$ cat config.mk
export PLATFORM = sky130hd
export DESIGN_NAME = barrel_core
export DESIGN_NICKNAME = d
export VERILOG_FILES = /design/src/rtl/barrel_pkg.sv /design/src/rtl/barrel_thread_sel.sv /design/src/rtl/barrel_pc_bank.sv /design/src/rtl/barrel_regfile.sv /design/src/rtl/barrel_exec.sv /design/src/rtl/barrel_core.sv
export SDC_FILE = /design/constraint.sdc
export NUM_CORES = 1
export LEC_CHECK = 0
export CORE_MARGIN = 2
export CORE_UTILIZATION = 45
export DETAILED_ROUTE_END_ITERATION = 10
export GPL_TIMING_DRIVEN = 0
export MAX_ROUTING_LAYER = met4
export SYNTH_ARGS = -nofsm -noshare
export SYNTH_HDL_FRONTEND = slang
export SYNTH_SLANG_ARGS = --single-unit
$ cat constraint.sdc
create_clock -name clk -period 3.8 [get_ports clk]
set_input_delay 0.76 -clock clk [delete_from_list [all_inputs] [get_ports clk]]
set_output_delay 0.76 -clock clk [all_outputs]
set_load 0.01 [all_outputs]
$ cat src/rtl/barrel_pkg.sv
package barrel_pkg;

    localparam int INSTR_W = 16;
    localparam int NREG    = 4;
    localparam int RIDX_W  = 2;
    localparam int IMM_W   = 8;

    typedef enum logic [3:0] {
        OP_NOP  = 4'd0,
        OP_LDI  = 4'd1,
        OP_ADD  = 4'd2,
        OP_SUB  = 4'd3,
        OP_ADDI = 4'd4,
        OP_LD   = 4'd5,
        OP_ST   = 4'd6,
        OP_BNZ  = 4'd7,
        OP_JMP  = 4'd8,
        OP_HALT = 4'd15
    } op_e;

    typedef struct packed {
        logic [3:0]        opc;
        logic [RIDX_W-1:0] rd;
        logic [RIDX_W-1:0] rs;
        logic [IMM_W-1:0]  imm;
    } instr_t;

    typedef struct packed {
        logic reg_we;
        logic is_load;
        logic is_store;
        logic br_cond;
        logic br_always;
        logic halt;
    } ctl_t;

    function automatic op_e decode_op(input logic [3:0] raw);
        case (raw)
            4'd1:    return OP_LDI;
            4'd2:    return OP_ADD;
            4'd3:    return OP_SUB;
            4'd4:    return OP_ADDI;
            4'd5:    return OP_LD;
            4'd6:    return OP_ST;
            4'd7:    return OP_BNZ;
            4'd8:    return OP_JMP;
            4'd15:   return OP_HALT;
            default: return OP_NOP;
        endcase
    endfunction

    function automatic ctl_t decode_ctl(input op_e op);
        ctl_t c;
        c = '0;
        case (op)
            OP_LDI, OP_ADD, OP_SUB, OP_ADDI: c.reg_we = 1'b1;
            OP_LD:   begin c.reg_we = 1'b1; c.is_load = 1'b1; end
            OP_ST:   c.is_store  = 1'b1;
            OP_BNZ:  c.br_cond   = 1'b1;
            OP_JMP:  c.br_always = 1'b1;
            OP_HALT: c.halt      = 1'b1;
            default: c = '0;
        endcase
        return c;
    endfunction

endpackage

$ cat src/rtl/barrel_thread_sel.sv
module barrel_thread_sel #(
    parameter int N = 8,
    localparam int TID_W = (N > 1) ? $clog2(N) : 1
) (
    input  logic             clk,
    input  logic             rst,
    output logic [TID_W-1:0] tid
);

    logic [TID_W-1:0] cnt_q;

    always_ff @(posedge clk) begin
        if (rst)
            cnt_q <= '0;
        else if (cnt_q == TID_W'(N - 1))
            cnt_q <= '0;
        else
            cnt_q <= cnt_q + 1'b1;
    end

    assign tid = cnt_q;

endmodule

$ cat src/rtl/barrel_pc_bank.sv
module barrel_pc_bank #(
    parameter int N    = 8,
    parameter int PC_W = 8,
    localparam int TID_W = (N > 1) ? $clog2(N) : 1
) (
    input  logic              clk,
    input  logic              rst,
    input  logic [N*PC_W-1:0] start_vec,
    input  logic              wr_en,
    input  logic [TID_W-1:0]  wr_tid,
    input  logic [PC_W-1:0]   wr_pc,
    output logic [N*PC_W-1:0] pc_flat
);

    logic [PC_W-1:0] pc_q [N];

    always_ff @(posedge clk) begin
        if (rst) begin
            for (int i = 0; i < N; i++)
                pc_q[i] <= start_vec[i*PC_W +: PC_W];
        end else if (wr_en) begin
            pc_q[wr_tid] <= wr_pc;
        end
    end

    for (genvar i = 0; i < N; i++) begin : g_flat
        assign pc_flat[i*PC_W +: PC_W] = pc_q[i];
    end

endmodule

$ cat src/rtl/barrel_regfile.sv
module barrel_regfile
    import barrel_pkg::*;
#(
    parameter int N      = 8,
    parameter int DATA_W = 16,
    localparam int TID_W = (N > 1) ? $clog2(N) : 1,
    localparam int DEPTH = N * NREG,
    localparam int ADR_W = TID_W + RIDX_W
) (
    input  logic              clk,
    input  logic              rst,
    input  logic [TID_W-1:0]  rd_tid,
    input  logic [RIDX_W-1:0] rd_a_idx,
    input  logic [RIDX_W-1:0] rd_b_idx,
    output logic [DATA_W-1:0] rd_a,
    output logic [DATA_W-1:0] rd_b,
    input  logic              wr_en,
    input  logic [TID_W-1:0]  wr_tid,
    input  logic [RIDX_W-1:0] wr_idx,
    input  logic [DATA_W-1:0] wr_data
);

    logic [DATA_W-1:0] mem_q [DEPTH];
    logic [ADR_W-1:0]  a_adr, b_adr, w_adr;

    assign a_adr = {rd_tid, rd_a_idx};
    assign b_adr = {rd_tid, rd_b_idx};
    assign w_adr = {wr_tid, wr_idx};

    assign rd_a = mem_q[a_adr];
    assign rd_b = mem_q[b_adr];

    always_ff @(posedge clk) begin
        if (rst) begin
            for (int k = 0; k < DEPTH; k++)
                mem_q[k] <= '0;
        end else if (wr_en) begin
            mem_q[w_adr] <= wr_data;
        end
    end

endmodule

$ cat src/rtl/barrel_exec.sv
module barrel_exec
    import barrel_pkg::*;
#(
    parameter int PC_W   = 8,
    parameter int DATA_W = 16
) (
    input  op_e               op,
    input  logic [DATA_W-1:0] a,
    input  logic [DATA_W-1:0] b,
    input  logic [IMM_W-1:0]  imm,
    input  logic [PC_W-1:0]   pc,
    output logic [DATA_W-1:0] result,
    output logic [PC_W-1:0]   npc,
    output ctl_t              ctl
);

    logic [DATA_W-1:0] imm_x;
    logic [PC_W-1:0]   target;

    assign ctl    = decode_ctl(op);
    assign imm_x  = DATA_W'(imm);
    assign target = PC_W'(imm);

    always_comb begin
        case (op)
            OP_LDI:  result = imm_x;
            OP_ADD:  result = a + b;
            OP_SUB:  result = a - b;
            OP_ADDI: result = a + imm_x;
            default: result = '0;
        endcase
    end

    always_comb begin
        if (ctl.halt)
            npc = pc;
        else if (ctl.br_always || (ctl.br_cond && (a != '0)))
            npc = target;
        else
            npc = pc + 1'b1;
    end

endmodule

$ cat src/rtl/barrel_core.sv
module barrel_core
    import barrel_pkg::*;
#(
    parameter int N      = 8,
    parameter int PC_W   = 8,
    parameter int DATA_W = 16
) (
    input  logic                   clk,
    input  logic                   rst,
    input  logic [N*PC_W-1:0]      start_vec,
    output logic [PC_W-1:0]        imem_addr,
    input  logic [INSTR_W-1:0]     imem_rdata,
    output logic [DATA_W-1:0]      dmem_addr,
    output logic [DATA_W-1:0]      dmem_wdata,
    output logic                   dmem_we,
    input  logic [DATA_W-1:0]      dmem_rdata,
    output logic [$clog2(N)-1:0]   issue_tid,
    output logic [N*PC_W-1:0]      pc_dbg
);

    localparam int TID_W = (N > 1) ? $clog2(N) : 1;
    localparam int NPAD  = N - 4;

    typedef struct packed {
        logic             v;
        logic [TID_W-1:0] tid;
        logic [PC_W-1:0]  pc;
    } fet_t;

    typedef struct packed {
        logic              v;
        logic [TID_W-1:0]  tid;
        logic [PC_W-1:0]   pc;
        op_e               op;
        logic [RIDX_W-1:0] rd;
        logic [IMM_W-1:0]  imm;
        logic [DATA_W-1:0] a;
        logic [DATA_W-1:0] b;
    } dec_t;

    typedef struct packed {
        logic              v;
        logic [TID_W-1:0]  tid;
        logic [RIDX_W-1:0] rd;
        logic              we;
        logic              is_load;
        logic [DATA_W-1:0] data;
        logic [PC_W-1:0]   npc;
    } wb_t;

    // fetch stage
    logic [TID_W-1:0]  sel_tid;
    logic [PC_W-1:0]   sel_pc;
    logic [N*PC_W-1:0] pc_flat;

    barrel_thread_sel #(.N(N)) u_sel (
        .clk (clk),
        .rst (rst),
        .tid (sel_tid)
    );

    assign sel_pc    = pc_flat[sel_tid*PC_W +: PC_W];
    assign imem_addr = sel_pc;
    assign issue_tid = sel_tid;
    assign pc_dbg    = pc_flat;

    fet_t p1_q;
    always_ff @(posedge clk) begin
        if (rst)
            p1_q <= '0;
        else
            p1_q <= '{v: 1'b1, tid: sel_tid, pc: sel_pc};
    end

    // decode and register read stage
    instr_t            ins;
    op_e               dec_op;
    logic [DATA_W-1:0] rf_a, rf_b;

    assign ins    = instr_t'(imem_rdata);
    assign dec_op = decode_op(ins.opc);

    logic              commit_v;
    logic [TID_W-1:0]  commit_tid;
    wb_t               commit;

    barrel_regfile #(.N(N), .DATA_W(DATA_W)) u_rf (
        .clk      (clk),
        .rst      (rst),
        .rd_tid   (p1_q.tid),
        .rd_a_idx (ins.rd),
        .rd_b_idx (ins.rs),
        .rd_a     (rf_a),
        .rd_b     (rf_b),
        .wr_en    (commit.v && commit.we),
        .wr_tid   (commit.tid),
        .wr_idx   (commit.rd),
        .wr_data  (commit.data)
    );

    dec_t p2_q;
    always_ff @(posedge clk) begin
        if (rst)
            p2_q <= '0;
        else
            p2_q <= '{v: p1_q.v, tid: p1_q.tid, pc: p1_q.pc, op: dec_op,
                      rd: ins.rd, imm: ins.imm, a: rf_a, b: rf_b};
    end

    // execute stage
    logic [DATA_W-1:0] ex_res;
    logic [PC_W-1:0]   ex_npc;
    ctl_t              ex_ctl;

    barrel_exec #(.PC_W(PC_W), .DATA_W(DATA_W)) u_exec (
        .op     (p2_q.op),
        .a      (p2_q.a),
        .b      (p2_q.b),
        .imm    (p2_q.imm),
        .pc     (p2_q.pc),
        .result (ex_res),
        .npc    (ex_npc),
        .ctl    (ex_ctl)
    );

    assign dmem_addr  = p2_q.b;
    assign dmem_wdata = p2_q.a;
    assign dmem_we    = p2_q.v && ex_ctl.is_store;

    wb_t p3_q;
    always_ff @(posedge clk) begin
        if (rst)
            p3_q <= '0;
        else
            p3_q <= '{v: p2_q.v, tid: p2_q.tid, rd: p2_q.rd, we: ex_ctl.reg_we,
                      is_load: ex_ctl.is_load, data: ex_res, npc: ex_npc};
    end

    // load merge, then padding up to the commit stage
    wb_t wb_res;
    always_comb begin
        wb_res = p3_q;
        if (p3_q.is_load)
            wb_res.data = dmem_rdata;
    end

    for (genvar k = 0; k < NPAD; k++) begin : g_pad
        wb_t q;
        if (k == 0) begin : g_first
            always_ff @(posedge clk) begin
                if (rst) q <= '0;
                else     q <= wb_res;
            end
        end else begin : g_next
            always_ff @(posedge clk) begin
                if (rst) q <= '0;
                else     q <= g_pad[k-1].q;
            end
        end
    end

    if (NPAD == 0) begin : g_commit_direct
        assign commit = wb_res;
    end else begin : g_commit_pad
        assign commit = g_pad[NPAD-1].q;
    end

    assign commit_v   = commit.v;
    assign commit_tid = commit.tid;

    barrel_pc_bank #(.N(N), .PC_W(PC_W)) u_pc (
        .clk       (clk),
        .rst       (rst),
        .start_vec (start_vec),
        .wr_en     (commit_v),
        .wr_tid    (commit_tid),
        .wr_pc     (commit.npc),
        .pc_flat   (pc_flat)
    );

endmodule

# == Word-level counts from Yosys, hierarchy flattened ==
# Memory sizes are Yosys's and may differ from the RTL's. A register that Yosys moved wholly into a read port is not among the register bits.
# Index checks and enable logic that the tools add are counted.
# classes
bitwise_logic,0
n_mux,25
multipliers,0
shifts,1
n_lt_le_gt_ge,0
add_sub_neg,5
n_eq_ne,10
n_reduce_logical,9
div,0
# ops
cell,count
one-hot mux 16 bit (4 select lines),1
variable part select 64 x 7 -> 8 bit,1
2-to-1 mux 16 bit,2
2-to-1 mux 8 bit,3
adder 16 bit,1
adder 16 x 8 -> 16 bit,1
== test 4 x 3 -> 1 bit (second input constant),4
2-to-1 mux 1 bit,16
nonzero test 16 bit,1
OR reduction 16 bit,1
subtractor 16 bit,1
2-to-1 mux 12 bit,1
adder 8 x 1 -> 8 bit (second input constant),1
== test 4 x 2 -> 1 bit (second input constant),2
== test 4 bit (second input constant),2
OR reduction 8 bit,1
2-to-1 mux 5 bit,1
OR reduction 5 bit,1
== test 4 x 1 -> 1 bit (second input constant),1
adder 3 x 1 -> 3 bit (second input constant),1
== test 3 bit (second input constant),1
logical AND 1 bit,3
2-to-1 mux 3 bit,1
OR reduction 2 bit,1
logical OR 1 bit,1
# word_totals
rom_bits,64
input_bits,98
latchBits,0
register_bits,193
wordCells,93
n_memories,3
mem_bits_rw,576
# mem_list
memory,words,width,rd,rd_clocked_by_memory_dff,write_ports,line_no,rtl
u_rf.mem_q,32,16,2,2,32,barrel_regfile.sv:23,logic [DATA_W-1:0] mem_q [DEPTH];
(name not given),16,4,1,1,0,barrel_pkg.sv:38,case (raw)
u_pc.pc_q,8,8,8,0,8,barrel_pc_bank.sv:15,logic [PC_W-1:0] pc_q [N];

# == Depth between registers and ports, before layout ==
# logic_depth
ltp_word,6
depth_mapped,15
mapped_depth_nobuf,14

# == By module ==
# From an unflattened synthesis, not the netlist that was laid out.
# hier_totals
hier_cells,3390
hier_area_um2,40191.0
# modules_own_cells
module,instances,cells_each,seq_area_each_um2,area_per_inst_um2
barrel_regfile,1,2350,15374.7,28442.3
barrel_core,1,603,4524.3,7073.0
barrel_pc_bank,1,150,1921.8,2827.7
barrel_exec,1,279,0.0,1742.9
barrel_thread_sel,1,8,60.1,105.1

# == Worst setup path after synthesis ==
# Ideal clock, no wire load.
# synth_timing
path_type,input -> register
from,input rst
to,"memory u_rf.mem_q[27][0], enable pin"
path_slack_ns,0.526
path_stages,5
arrival_time_ns,2.863
setup_time_ns,0.411
n_path_buf,2
path_cell_list,clkbuf_1 nor3b_2 nand3_1 clkbuf_1 o21ai_0
# synth_rtl
item,line_no,rtl
"start, declared",barrel_core.sv:9,"input logic rst,"
"end, declared",barrel_regfile.sv:23,

# == Worst setup path in the final report ==
# layout_timing
from,register u_sel.cnt_q[1] (netlist: u_sel.tid[1])
to,output imem_addr[1]
# layout_via
elab_chain_cells,1
# layout_lines
item,line_no,rtl
"start, declared",barrel_thread_sel.sv:10,logic [TID_W-1:0] cnt_q;
"start signal, assigned",barrel_thread_sel.sv:18,cnt_q <= cnt_q + 1'b1;
variable part select 64 x 7 -> 8 bit,barrel_core.sv:62,assign sel_pc = pc_flat[sel_tid*PC_W +: PC_W];
"end, declared",barrel_core.sv:11,"output logic [PC_W-1:0] imem_addr,"
# No other way between the ends.

==> metrics.md <==
| Metric | Value |
|---|---|
| CP required | `3.04 ns` |
| # clock sinks | `805` |
| Logic pwr share | `11.4%` |
| Fmax | `0.273 GHz` |
| Post-DR wirelength/cell | `31.8 microns` |
| Max transition margin | `18.5%` |
| R2R setup slack | `0.21 ns` |
| Clock buffer count from CTS | `88` |
| Clock latency at the later pin of the worst-skew pair | `0.68 ns` |
| Port Buffer Count | `201` |
| Yosys warning count | `0` |
| Final worst slack | `0.139 ns` |
| RSZ-0062 raised after global routing | `no` |
| Net Count, Synth | `2,737` |
| Post-route DRC | `0` |
| Hold Path Stages | `1` |
| DRT antenna net count | `0` |
| Reg power frac | `47.4%` |
| CTS HTree Levels | `3` |
| Yosys top cell area share | `45.1%` |
| Largest net degree at the start of global routing | `15` |
| Initial antenna violation count | `9` |
| Post-Syn Area | `38,300 sq um` |
| Area of the core | `84,700 sq um` |
| Register area share after synthesis | `57.1%` |
| Avg Cell Area, Syn | `14.6 sq um` |
| Total grt overflow | `0` |
| Synth unique cells | `63` |
| Die width | `296 microns` |
| Crit-path max cell delay | `0.51 ns` |
| Clk network pwr share | `41.1%` |
| Leakage | `0.0162 uW` |
| Hold endpoint | `p2_q[57]` |
| Main flop type after synthesis | `edfxtp_1` |
| Detailed Route Iter0 Violations | `2,936` |
| TritonCTS clock tree | `done` |
| Outcome | `completed` |
| Number of I/O pins | `206` |
| Critical R2R Launch | `p1_q[8]` |
| Routed via count | `24,900` |
| Nets | `3,059` |
| Reg2reg path depth | `6` |
| Starting Density | `45.2%` |
| Design area | `45,300 sq um` |
| PD cells | `464 nW/um^2` |
| Clock tree buffer depth | `3` |
| R2r endpoint | `dmem_addr[6]` |
| Period minus WS final | `3.66 ns` |
| Vias in the first global route | `25,400` |
| Clock skew | `0.0328 ns` |
| Fin. Hold Viols | `0` |
| EDFF count, synth | `576` |
| Final critical-path share of the clock period | `96.3%` |
| Max Cap Viol | `0` |
| Routed WL | `132 mm` |
| Worst-path clk slew | `0.06 ns` |
| P_sw | `5170 uW` |
| Crit path top cell by count | `clkbuf_2` |
| Root buffer cell | `clkbuf_16` |
| Setup_tns | `0 ns` |
| Switching share of power | `24.6%` |
| First-pass GRT wire length | `183 mm` |
| Worst Path Arrival | `2.90 ns` |
| Area Growth Syn to Fin | `18.2%` |
| Pint | `15,900 uW` |
| # setup viols final | `0` |
| Fill cell count | `6,957` |
| Min-delay src | `p1_q[11]` |
| Synth area leader | `edfxtp_1` |
| Slowest-stage cell, CP | `clkdlybuf4s50_1` |
| Slew Limit Fails | `0` |
| Mapped Cells | `2,617` |
| WP buf/inv | `3` |
| CP Cell Sequence | `clkbuf_2 -> clkbuf_2 -> mux4_2 -> mux2_2 -> clkdlybuf4s50_1` |
| Hold Path Class | `reg -> reg` |
| Detailed Routing Iterations Pass 1 | `6` |
| Async S/R FF share, synth | `0%` |
| Placer congestion estimate | `0.984` |
| DP Wirelength | `98.5 mm` |
| Synth Register Bits | `805` |
| Gr usage total | `31.2%` |
| Die area | `87,500 sq um` |
| Crit path max fanout | `10` |
| Pwr Total | `21,000 uW` |
| Std-Cell Rows | `107` |
| Crit end category | `primary output` |
| Die Ht | `296 microns` |
| Vias per cell | `5.99` |
| Largest cells by area after synthesis | `edfxtp_1 45%, mux4_2 19%, dfxtp_1 12%, and2_1 8.5%, nor2b_1 2.6%` |
| CP Depth | `5` |
| Crit Path Category | `reg -> out` |
| Delay-heaviest family, CP | `buffers and inverters` |
| Peak VDD IR | `0.381 mV` |
| Worst slew pin tran | `1.22 ns` |
| Share of layout cells above drive strength 1 | `22.3%` |
| Worst slack, placed | `-0.349 ns` |
| Dpl cell area | `42,400 sq um` |
| CP Launch Type | `flop` |
==> synthesized netlist by cell type, drive strengths merged (36+ instances only) <==
library cell and n:
edfxtp 576, and2 520, mux4 320, dfxtp 229, clkbuf 167, nor2b 158, buf 83, nand2 80
nor2 76, mux2 64, o21ai 55, mux2i 43, a21oi 39, a22o 36
==> timing repair <==
action / 4_1_cts / 5_1_grt
hold endpoints to repair: 0 / 0
setup endpoints to repair: 8 / 13
hold buffers: 0 / 0
setup buffers: 0 / 0
resized for setup: 4 / 14
==> kinds of logic after synthesis <==
logic type	Yosys count	synth area share, %
simple gates	904	13.7
xor+xnor	9	0.206
flops	805	57.1
fa+ha+maj	22	0.738
compound gates	188	3.30
mux	427	21.8
buf+inv	262	3.13
==> power groups by stage <==
stage               Clock (uW)  Sequential [uW]  Combinational (uW)
detailed placement           0            10200                2360
CTS                       8700             9970                2370
finish                    8650             9980                2410
global placement             0            10200                2280
floorplan                    0            10100                1280
global route              9030            10000                2480
==> worst max path at each step <==
stage	from	to
after floorplan	rst	u_rf.mem_q[27][0]
after global placement	rst	u_rf.mem_q[11][6]
after detailed placement	rst	u_rf.mem_q[11][5]
final	u_sel.tid[1]	imem_addr[1]
after CTS	u_sel.tid[0]	imem_addr[7]
after global routing	p2_q[42]	p3_q[18]
==> worst reg2reg max path: cells and delay by family, from the launching register on <==
kind            cells  cell delay (ns)
buf+inv             3             1.93
compound gates      3             1.12
flops               1             0.47
==> sequential cells by signal, indices dropped and copies added (netlist names) <==
signal	cells
dmem_wdata	16
u_rf.mem_q	512
commit_v	1
commit_tid	3
p2_q	26
p3_q	32
g_pad.q	93
dmem_addr	16
commit	27
u_sel.tid	3
p1_q	12
u_pc.pc_q	64
==> per-stage QoR <==
stage	hold slack (ns)	util (%)	cells
5_1_grt	0.454	53.5	4157
3_3_place_gp	0.418	49.3	3962
3_5_place_dp	0.422	50.0	3994
2_1_floorplan	0.414	-	2617
4_1_cts	0.436	53.4	4153
6_report	0.435	53.5	4159
==> layer usage <==
| metal | vias up | wire, microns | track usage, % |
|---|---|---|---|
| met4 | 0 | 6810 | 14.5 |
| met3 | 330 | 12900 | 7.08 |
| met2 | 1385 | 62900 | 48.5 |
| li1 | 10400 | - | - |
| met1 | 12800 | 49800 | 39.1 |
| met5 | - | 0 | - |
==> cell type report <==
type	count	area [sq um]	share of cell area [%]
diodes	7	17.5	0.0386
inverters	12	45.0	0.0994
clock buffers	120	2500	5.51
flip-flops and latches	805	21900	48.3
repair buffers	233	2490	5.50
multi-input cells	1550	15400	34.0
well taps	1144	1430	3.16
plain buffers	249	1170	2.58
clock inverters	39	402	0.886
==> cells in the final DEF, fill, tap and decap left out, types with 39 or more instances in the layout <==
master	instances
a21oi_1	39
mux2i_1	43
and2_1	520
mux4_2	320
nor2_1	76
nand2_1	80
clkbuf_1	179
mux2_2	64
clkdlybuf4s50_1	201
buf_4	48
nor2b_1	158
clkbuf_16	91
edfxtp_1	576
dfxtp_1	229
No activity file was read; power rests on OpenSTA's default activity.
